--- config.mk ---
export PLATFORM = sky130hd
export DESIGN_NAME = phy_ctl_regbank
export DESIGN_NICKNAME = d
export VERILOG_FILES = /design/src/rtl/phy_regbank_pkg.sv /design/src/rtl/phy_regbank_decode.sv /design/src/rtl/phy_regbank_word.sv /design/src/rtl/phy_regbank_rdmux.sv /design/src/rtl/phy_ctl_regbank.sv
export SDC_FILE = /design/constraint.sdc
export NUM_CORES = 1
export LEC_CHECK = 0
export BUFFER_PORTS_ARGS = -buffer_cell sky130_fd_sc_hd__buf_2
export CORE_ASPECT_RATIO = 0.9
export CORE_MARGIN = 10
export CORE_UTILIZATION = 50
export CTS_CLUSTER_DIAMETER = 120
export DETAILED_ROUTE_END_ITERATION = 16
export PLACE_DENSITY = 0.75
export SLEW_MARGIN = 10
export SYNTH_ARGS = -nofsm -noshare
export SYNTH_HDL_FRONTEND = slang
export SYNTH_SLANG_ARGS = --single-unit
--- constraint.sdc ---
create_clock -name clk -period 5.5 [get_ports clk]
set_input_delay 0.275 -clock clk [delete_from_list [all_inputs] [get_ports clk]]
set_output_delay 0.275 -clock clk [all_outputs]
set_load 0.005 [all_outputs]
--- src/rtl/phy_regbank_pkg.sv ---
package phy_regbank_pkg;

    localparam int DATA_W   = 32;
    localparam int NREG     = 9;
    localparam int SOFT_BIT = 31;

    typedef logic [DATA_W-1:0] word_t;

    typedef enum logic [1:0] {
        OP_WR  = 2'd0,
        OP_SET = 2'd1,
        OP_CLR = 2'd2,
        OP_TOG = 2'd3
    } op_e;

    typedef enum logic [3:0] {
        RG_PWR   = 4'd0,
        RG_TXC   = 4'd1,
        RG_RXC   = 4'd2,
        RG_CTL   = 4'd3,
        RG_STS   = 4'd4,
        RG_DBG   = 4'd5,
        RG_DBGST = 4'd6,
        RG_DBG2  = 4'd7,
        RG_REV   = 4'd8
    } reg_e;

    // Registers that accept writes, and registers reloaded by self-reset.
    localparam logic [NREG-1:0] WR_MASK   = 9'b0_1011_1111;
    localparam logic [NREG-1:0] SOFT_MASK = 9'b0_0000_1111;

    typedef struct packed {
        logic hit;
        logic wr_ok;
        reg_e id;
        op_e  op;
    } acc_t;

    // Hardware reset value; for self-reset members it equals the reload value.
    function automatic word_t reset_value(int r);
        case (r)
            0:       return 32'h001E_1C00;
            1:       return 32'h1006_0607;
            3:       return 32'hC020_0000;
            5:       return 32'h7F18_0000;
            7:       return 32'h0000_1000;
            8:       return 32'h0402_0000;
            default: return 32'h0000_0000;
        endcase
    endfunction

    function automatic word_t apply_op(op_e op, word_t cur, word_t d);
        case (op)
            OP_SET:  return cur | d;
            OP_CLR:  return cur & ~d;
            OP_TOG:  return cur ^ d;
            default: return d;
        endcase
    endfunction

endpackage

--- src/rtl/phy_regbank_decode.sv ---
module phy_regbank_decode
    import phy_regbank_pkg::*;
#(
    parameter int ADDR_W = 6
) (
    input  logic [ADDR_W-1:0] index,
    output acc_t              acc
);
    localparam int GRP_W = ADDR_W - 2;

    logic [GRP_W-1:0] grp;
    logic [1:0]       sub;

    assign grp = index[ADDR_W-1:2];
    assign sub = index[1:0];

    always_comb begin
        acc.hit   = 1'b0;
        acc.wr_ok = 1'b0;
        acc.id    = RG_PWR;
        acc.op    = OP_WR;
        case (int'(grp))
            0, 1, 2, 3, 5, 7: begin
                acc.hit   = 1'b1;
                acc.wr_ok = 1'b1;
                acc.id    = reg_e'(4'(int'(grp)));
                acc.op    = op_e'(sub);
            end
            4: if (sub == 2'd0) begin
                acc.hit   = 1'b1;
                acc.wr_ok = 1'b1;
                acc.id    = RG_STS;
            end
            6: if (sub == 2'd0) begin
                acc.hit = 1'b1;
                acc.id  = RG_DBGST;
            end
            8: if (sub == 2'd0) begin
                acc.hit = 1'b1;
                acc.id  = RG_REV;
            end
            default: ;
        endcase
    end
endmodule

--- src/rtl/phy_regbank_word.sv ---
module phy_regbank_word
    import phy_regbank_pkg::*;
#(
    parameter word_t HW_VAL  = '0,
    parameter bit    SOFT_EN = 1'b0
) (
    input  logic  clk,
    input  logic  rst,
    input  logic  soft_rst,
    input  logic  wr_en,
    input  op_e   op,
    input  word_t wdata,
    output word_t q
);
    always_ff @(posedge clk) begin
        if (rst)
            q <= HW_VAL;
        else if (SOFT_EN && soft_rst)
            q <= HW_VAL;
        else if (wr_en)
            q <= apply_op(op, q, wdata);
    end
endmodule

--- src/rtl/phy_regbank_rdmux.sv ---
module phy_regbank_rdmux
    import phy_regbank_pkg::*;
(
    input  acc_t                   acc,
    input  logic [NREG-1:0][31:0]  regs,
    output word_t                  rdata
);
    always_comb begin
        rdata = '0;
        if (acc.hit)
            rdata = regs[acc.id];
    end
endmodule

--- src/rtl/phy_ctl_regbank.sv ---
module phy_ctl_regbank
    import phy_regbank_pkg::*;
#(
    parameter int ADDR_W = 6
) (
    input  logic              clk,
    input  logic              rst,
    input  logic              req_valid,
    input  logic              req_write,
    input  logic [ADDR_W-1:0] req_index,
    input  logic [31:0]       req_wdata,
    output logic [31:0]       rd_data,
    output logic              rd_valid
);
    acc_t                  acc;
    logic [NREG-1:0][31:0] regs_q;
    logic                  wr_fire;
    logic                  soft_fire;
    word_t                 rd_next;

    phy_regbank_decode #(.ADDR_W(ADDR_W)) u_decode (
        .index (req_index),
        .acc   (acc)
    );

    assign wr_fire = req_valid && req_write && acc.hit && acc.wr_ok;

    // Self-reset: plain or set write with bit 31; invert only if it leaves bit 31 high.
    always_comb begin
        soft_fire = 1'b0;
        if (wr_fire && acc.id == RG_CTL && req_wdata[SOFT_BIT]) begin
            case (acc.op)
                OP_WR, OP_SET: soft_fire = 1'b1;
                OP_TOG:        soft_fire = !regs_q[RG_CTL][SOFT_BIT];
                default:       soft_fire = 1'b0;
            endcase
        end
    end

    for (genvar i = 0; i < NREG; i++) begin : g_reg
        if (WR_MASK[i]) begin : g_rw
            phy_regbank_word #(
                .HW_VAL  (reset_value(i)),
                .SOFT_EN (SOFT_MASK[i])
            ) u_word (
                .clk      (clk),
                .rst      (rst),
                .soft_rst (soft_fire),
                .wr_en    (wr_fire && (int'(acc.id) == i)),
                .op       (acc.op),
                .wdata    (req_wdata),
                .q        (regs_q[i])
            );
        end else begin : g_ro
            assign regs_q[i] = reset_value(i);
        end
    end

    phy_regbank_rdmux u_rdmux (
        .acc   (acc),
        .regs  (regs_q),
        .rdata (rd_next)
    );

    always_ff @(posedge clk) begin
        if (rst) begin
            rd_data  <= '0;
            rd_valid <= 1'b0;
        end else begin
            rd_valid <= req_valid && !req_write;
            if (req_valid && !req_write)
                rd_data <= rd_next;
        end
    end
endmodule

==> results.yml, run 1 <==
synth:
  syn-instance-count: 2371
  synthFlopType: "dfxtp_1"
  yosys_warnings: 0
  synth_area_sq_um: 19500
  synthDistinctLibCells: 53
  yosysSeqAreaShare_pct: 26.3
  synth_edf_count: 0
  syn_nets: 2798
  synthArstFlopShare_pct: 0
  ys_ff_latch: 257
  synth.avg_cell_area_sq_um: 8.24
clock_tree:
  root_buffer: "clkbuf_16"
  cts_buffers: 31
  holdBufCountCts: 0
  cts_buffer_depth: 3
  cts-resized-gates: 0
  clk_transition_reported_paths_ns: 0.06
  tritoncts: "built"
  cts.sink_count: 257
  post_cts_buffers: 0
  htreeDepth: 1
  clk_latency_ns: 0.59
critical_path:
  worstSetupPathType: "in2reg"
  crit_chain: "buf_2, nor2b_4, buf_4, or4b_4, buf_4, o21ai_0, a221oi_1, a211oi_1"
  crit_path_end_kind: "flop"
  critPathMaxStageDelay_ns: 0.78
  crit_arrival_ns: 3.46
  startpoint_type: "primary input"
  crit_required_ns: 5.93
  critPathMostFrequentCell: "buf_4"
  slowest_stage: "or4b_4"
  r2r_slack_ns: 3.08
  crit_fanout: 75
drt:
  routed-wl-met2_um: 27900
  m1WireLength_um: 26200
  first_pass_iters: 5
  vias: 18334
  drtIter0Drc: 1783
  drc: 0
  via_per_inst: 6.35
  dr.max_layer_used: "met4"
  drt_wl_total_um: 61700
  post_drt_wl_per_cell_um: 21.4
  wl_met3_um: 5550
  final_antenna_net_count: 0
timing:
  fin_crit_ns: 3.03
  rsz0062_at_grt: "no"
  period_share_pct: 55.1
  maxSlewViolCount: 0
  fmax_ghz: 0.330
  finClkSkew_ns: 0.0175
  max_slew.worst_pin.slew_ns: 1.17
  finalSetupTns_ns: 0
  slew_headroom_pct: 21.1
  hold_viol: 0
  setup_viol: 0
hold_path:
  min_path_type: "in2reg"
layout:
  drive_above_1_share_pct: 7.88
  layout_commonest_cell: "ha_1"
  fin_nets: 2764
  syn_to_final_growth_pct: 8.69
  final_cell_mix: "385 x ha_1, 262 x inv_1, 257 x dfxtp_1, 239 x nor2_1, 227 x nand2_1"
pwr:
  irDropWorstVdd_v: 0.000203
  p_leak_nw: 8.86
  power_density_nw_per_um2: 216
  power_mw: 4.60
flow_run:
  max_cap_violations: 0
floorplan:
  placementRows: 68
  core_sq_um: 38500
  start_util_pct: 50.8
  fp.dieW_um: 228
  ios: 75
  dieArea_sq_um: 47400
  die_y_um: 208
grt:
  grt_first_pass_wirelength_um: 98000
  grt_pass1_vias: 18059
  antenna_found_initial: 1
  grt_max_degree: 116
  globalRouteOverflowTotal: 0
  grtUsageTotal_pct: 24.8
placed_design:
  dp_hpwl_um: 37500
  portBuffers: 74
  routabilityCongestion: 0.840
outcome:
  status: "finished, final reports clean"
## registers in the layout, indices dropped and copies added, names as in the netlist
register	flops
g.g_rw.u_word.q	224
rd_data	32
rd_valid	1
## logic make-up after synthesis
logic type	Yosys count	synth area share, %
AOI/OAI and AO/OA	716	26.7
and+or+nand+nor	515	10.6
buffers and inverters	442	8.91
adders and majority gates	385	24.6
DFF	257	26.3
muxes	56	2.87
## worst paths after layout
path	startpoint	end	cells past startpoint
worst max register to register	g_reg[3].g_rw.u_word.q[31]	g_reg[2].g_rw.u_word.q[1]	5
worst min-delay path	req_wdata[12]	g_reg[4].g_rw.u_word.q[12]	3
worst min register to register	rd_data[3]	rd_data[3]	1
worst max-delay path	req_index[4]	g_reg[3].g_rw.u_word.q[16]	8
## cells in the mapped netlist (2+ instances only)
library cell | count | area share [%]
ha_1 | 385 | 25
inv_1 | 262 | 5.0
dfxtp_1 | 257 | 26
nor2_1 | 242 | 4.6
nand2_1 | 227 | 4.4
a211oi_1 | 144 | 5.5
clkbuf_1 | 142 | 2.7
a221oi_1 | 132 | 5.9
o21ai_0 | 117 | 3.0
a21oi_1 | 81 | 2.1
mux2i_1 | 56 | 2.9
a311oi_1 | 38 | 1.7
o22ai_1 | 32 | 1.0
o31ai_1 | 31 | 1.2
a22o_1 | 29 | 1.3
o32ai_1 | 29 | 1.3
o2111a_1 | 19 | 1.1
buf_2 | 18 | 0.46
nor3_1 | 14 | 0.36
buf_1 | 11 | 0.21
o21ai_1 | 10 | 0.26
a211o_1 | 9 | 0.40
a2bb2oi_1 | 9 | 0.40
a31oi_1 | 9 | 0.29
buf_6 | 7 | 0.40
nand2b_1 | 6 | 0.19
a22oi_1 | 5 | 0.19
nor2b_1 | 5 | 0.16
nand4_1 | 4 | 0.13
o21a_1 | 4 | 0.15
a2111oi_0 | 3 | 0.13
and4_1 | 3 | 0.13
nor3b_1 | 3 | 0.12
o211a_1 | 3 | 0.15
a32o_1 | 2 | 0.10
and3_1 | 2 | 0.064
buf_4 | 2 | 0.077
nor3_2 | 2 | 0.10
o2111ai_1 | 2 | 0.090
o221ai_1 | 2 | 0.090
## through the flow
stage | area [sq um] | cells | utilization, % | hold WS (ns) | setup WS (ns)
5_1_grt | 21200 | 2886 | 55.2 | 0.0583 | 2.35
4_1_cts | 21200 | 2886 | 55.2 | 0.0127 | 2.64
3_3_place_gp | 20300 | 2829 | 52.7 | 0.457 | 2.04
2_1_floorplan | 19500 | 2371 | - | 0.358 | 3.44
6_report | 21200 | 2887 | 55.3 | 0.0367 | 2.47
3_5_place_dp | 20300 | 2829 | 52.7 | 0.461 | 2.03
## metal layers
layer	global-route usage [%]	up-vias
met5	0	-
met4	9.48	0
met3	4.43	169
met2	40.7	831
met1	31.8	8907
li1	-	8427
## final cells by class
cell class / count / area, sq um
inverters: 262 / 983
clock buffers: 43 / 871
diodes: 1 / 2.50
multi-input cells: 1672 / 12800
well taps: 525 / 657
fillers: 3492 / 17200
repair buffers: 113 / 703
flip-flops and latches: 257 / 5140
clock inverters: 14 / 101
## report_power, final
group	switching (mW)	internal, mW	leakage [nW]
logic	0.462	0.201	6.29
registers	0.0189	1.89	2.08
clock network	0.883	1.14	0.488
## critical path, delay by kind of cell
kind | cells | cell delay, ns
AND/OR/NAND/NOR | 2 | 1.29
buffers and inverters | 3 | 1.20
AO/OA/AOI/OAI | 3 | 0.59
No activity file was read; power rests on OpenSTA's default activity.
==> inputs of run 2 (changes only) <==
- PLACE_DENSITY: 0.75 -> 0.77
- clock period: 5.5 -> 2.57 ns (I/O delays scaled with it)
==> results.yml, run 2 (synthesis gave the netlist of run 1 again) <==
outcome:
  status: "finished, final reports clean"
clock_tree:
  cts-resized-gates: 0
  root_buffer: "clkbuf_16"
  clk_latency_ns: 0.57
  clk_transition_reported_paths_ns: 0.06
  holdBufCountCts: 14
  cts_buffers: 30
  cts.sink_count: 257
  htreeDepth: 1
  post_cts_buffers: 0
  cts_buffer_depth: 3
  tritoncts: "built"
timing:
  max_slew.worst_pin.slew_ns: 0.889
  hold_viol: 0
  finalSetupTns_ns: 0
  period_share_pct: 71.5
  fin_crit_ns: 1.84
  setup_viol: 0
  setup_ws_ns: 0.732
  finClkSkew_ns: 0.00843
  slew_headroom_pct: 40.2
  fmax_ghz: 0.544
  maxSlewViolCount: 0
  hold_ws_ns: 0.0138
  rsz0062_at_grt: "no"
floorplan:
  dieArea_sq_um: 47400
  ios: 75
  fp.dieW_um: 228
  core_sq_um: 38500
  die_y_um: 208
  placementRows: 68
  start_util_pct: 50.8
layout:
  syn_to_final_growth_pct: 12.4
  largest-register: "g.g_rw.u_word.q"
  final_cell_mix: "385 x ha_1, 262 x inv_1, 257 x dfxtp_1, 239 x nor2_1, 227 x nand2_1"
  final_area_sq_um: 22000
  nFillCells: 3402
  fin_nets: 2830
  stdcell_count: 2950
  largest_reg_flops: 224
  layout_commonest_cell: "ha_1"
  post-route-util_pct: 57.1
  drive_above_1_share_pct: 9.61
  reg_top3: "g.g_rw.u_word.q (224), rd_data (32), rd_valid (1)"
drt:
  final_antenna_net_count: 0
  via_per_inst: 6.44
  first_pass_iters: 5
  drt_wl_total_um: 65100
  drtIter0Drc: 2163
  post_drt_wl_per_cell_um: 22.1
  vias: 18984
  drc: 0
hold_path:
  min_path_type: "in2reg"
  min_path_cells: 4
  min_to: "g_reg[4].g_rw.u_word.q[0]"
  hold_start: "req_wdata[0]"
pwr:
  power_density_nw_per_um2: 455
  p_comb_share_pct: 15.3
  p_sw_mw: 2.89
  p_sw_share_pct: 28.9
  power_mw: 10.0
  p_leak_nw: 9.22
  p_int_mw: 7.11
  p_clk_share_pct: 43.8
  irDropWorstVdd_v: 0.000531
  power_frac_seq_pct: 40.9
critical_path:
  worst_r2r_startpoint: "g_reg[3].g_rw.u_word.q[31]"
  crit_arrival_ns: 2.30
  slowest_stage: "a31o_4"
  startpoint_type: "flop"
  crit_path_end_kind: "flop"
  critPathTopFamily: "compound AO/OA/AOI/OAI gates"
  worst-r2r-cell-count: 5
  crit_chain: "inv_1, a211o_1, a31o_4, buf_12, a221oi_1"
  r2r_slack_ns: 0.73
  worstSetupPathType: "reg2reg"
  crit_fanout: 35
  critPathBufInv: 2
  r2r-end: "g_reg[2].g_rw.u_word.q[0]"
  crit_required_ns: 3.03
  critPathMaxStageDelay_ns: 0.41
grt:
  antenna_found_initial: 3
  met1_usage_pct: 32.6
  grt_pass1_vias: 19252
  grtUsageTotal_pct: 25.9
  grt-busiest-layer: "met2"
  grt_first_pass_wirelength_um: 102000
  grt_max_degree: 92
  globalRouteOverflowTotal: 0
  grtUsageMet3_pct: 4.66
  met2_usage_pct: 42.3
placed_design:
  place_inst: 2882
  routabilityCongestion: 0.903
  dp_hpwl_um: 40200
  portBuffers: 74
  place_area_sq_um: 20900
  place_ws_ns: 0.341
flow_run:
  max_cap_violations: 0
==> run 2: cell count changes in the layout (fill, tap and decap cells not counted), sizes merged <==
| cell | before | now |
|---|---|---|
| dlygate4sd3 | 0 | 14 |
| buf | 113 | 166 |
| clkinv | 12 | 6 |
| bufinv | 1 | 3 |
| clkbuf | 43 | 42 |
| clkinvlp | 1 | 2 |
==> run 2: worst max-delay path by stage <==
stage / from / to / slack, ns / cells past startpoint
2_1_floorplan: req_index[1] / g_reg[1].g_rw.u_word.q[21] / 0.65 / 9
3_3_place_gp: req_index[2] / g_reg[3].g_rw.u_word.q[21] / 0.41 / 7
3_5_place_dp: req_index[5] / g_reg[3].g_rw.u_word.q[21] / 0.34 / 7
4_1_cts: g_reg[3].g_rw.u_word.q[31] / g_reg[1].g_rw.u_word.q[31] / 0.78 / 5
5_1_grt: g_reg[3].g_rw.u_word.q[31] / g_reg[2].g_rw.u_word.q[26] / 0.65 / 5
6_report: g_reg[3].g_rw.u_word.q[31] / g_reg[2].g_rw.u_word.q[0] / 0.73 / 5
==> run 2: routing by layer <==
metal / share of wire, % / routed length, um
met5: 0.041 / 27
met4: 4.0 / 2610
met3: 11 / 7150
met2: 45 / 29400
met1: 40 / 25900
==> run 2: tightest hold or removal path, stage by stage <==
cell,delay (ns)
buf_2,0.12
o31ai_1,0.06
buf_4,0.15
a211oi_1,0.07
==> run 2: area by class of cell <==
class	instances	area [sq um]	area share [%]
antenna	1	2.50	0.0114
clock buffer	42	837	3.81
clock inverter	11	135	0.615
inverter	262	983	4.48
multi-input combinational	1672	12800	58.2
sequential	257	5140	23.4
tap	525	657	2.99
timing repair buffer	180	1430	6.50
==> run 2: power by group through the flow <==
| stage | Sequential (mW) | Clock, mW | Combinational, mW |
|---|---|---|---|
| detailed placement | 4.17 | 0 | 1.46 |
| global route | 4.09 | 4.56 | 1.66 |
| finish | 4.09 | 4.38 | 1.53 |
| CTS | 4.08 | 4.40 | 1.49 |
| global placement | 4.17 | 0 | 1.38 |
| floorplan | 4.16 | 0 | 0.919 |
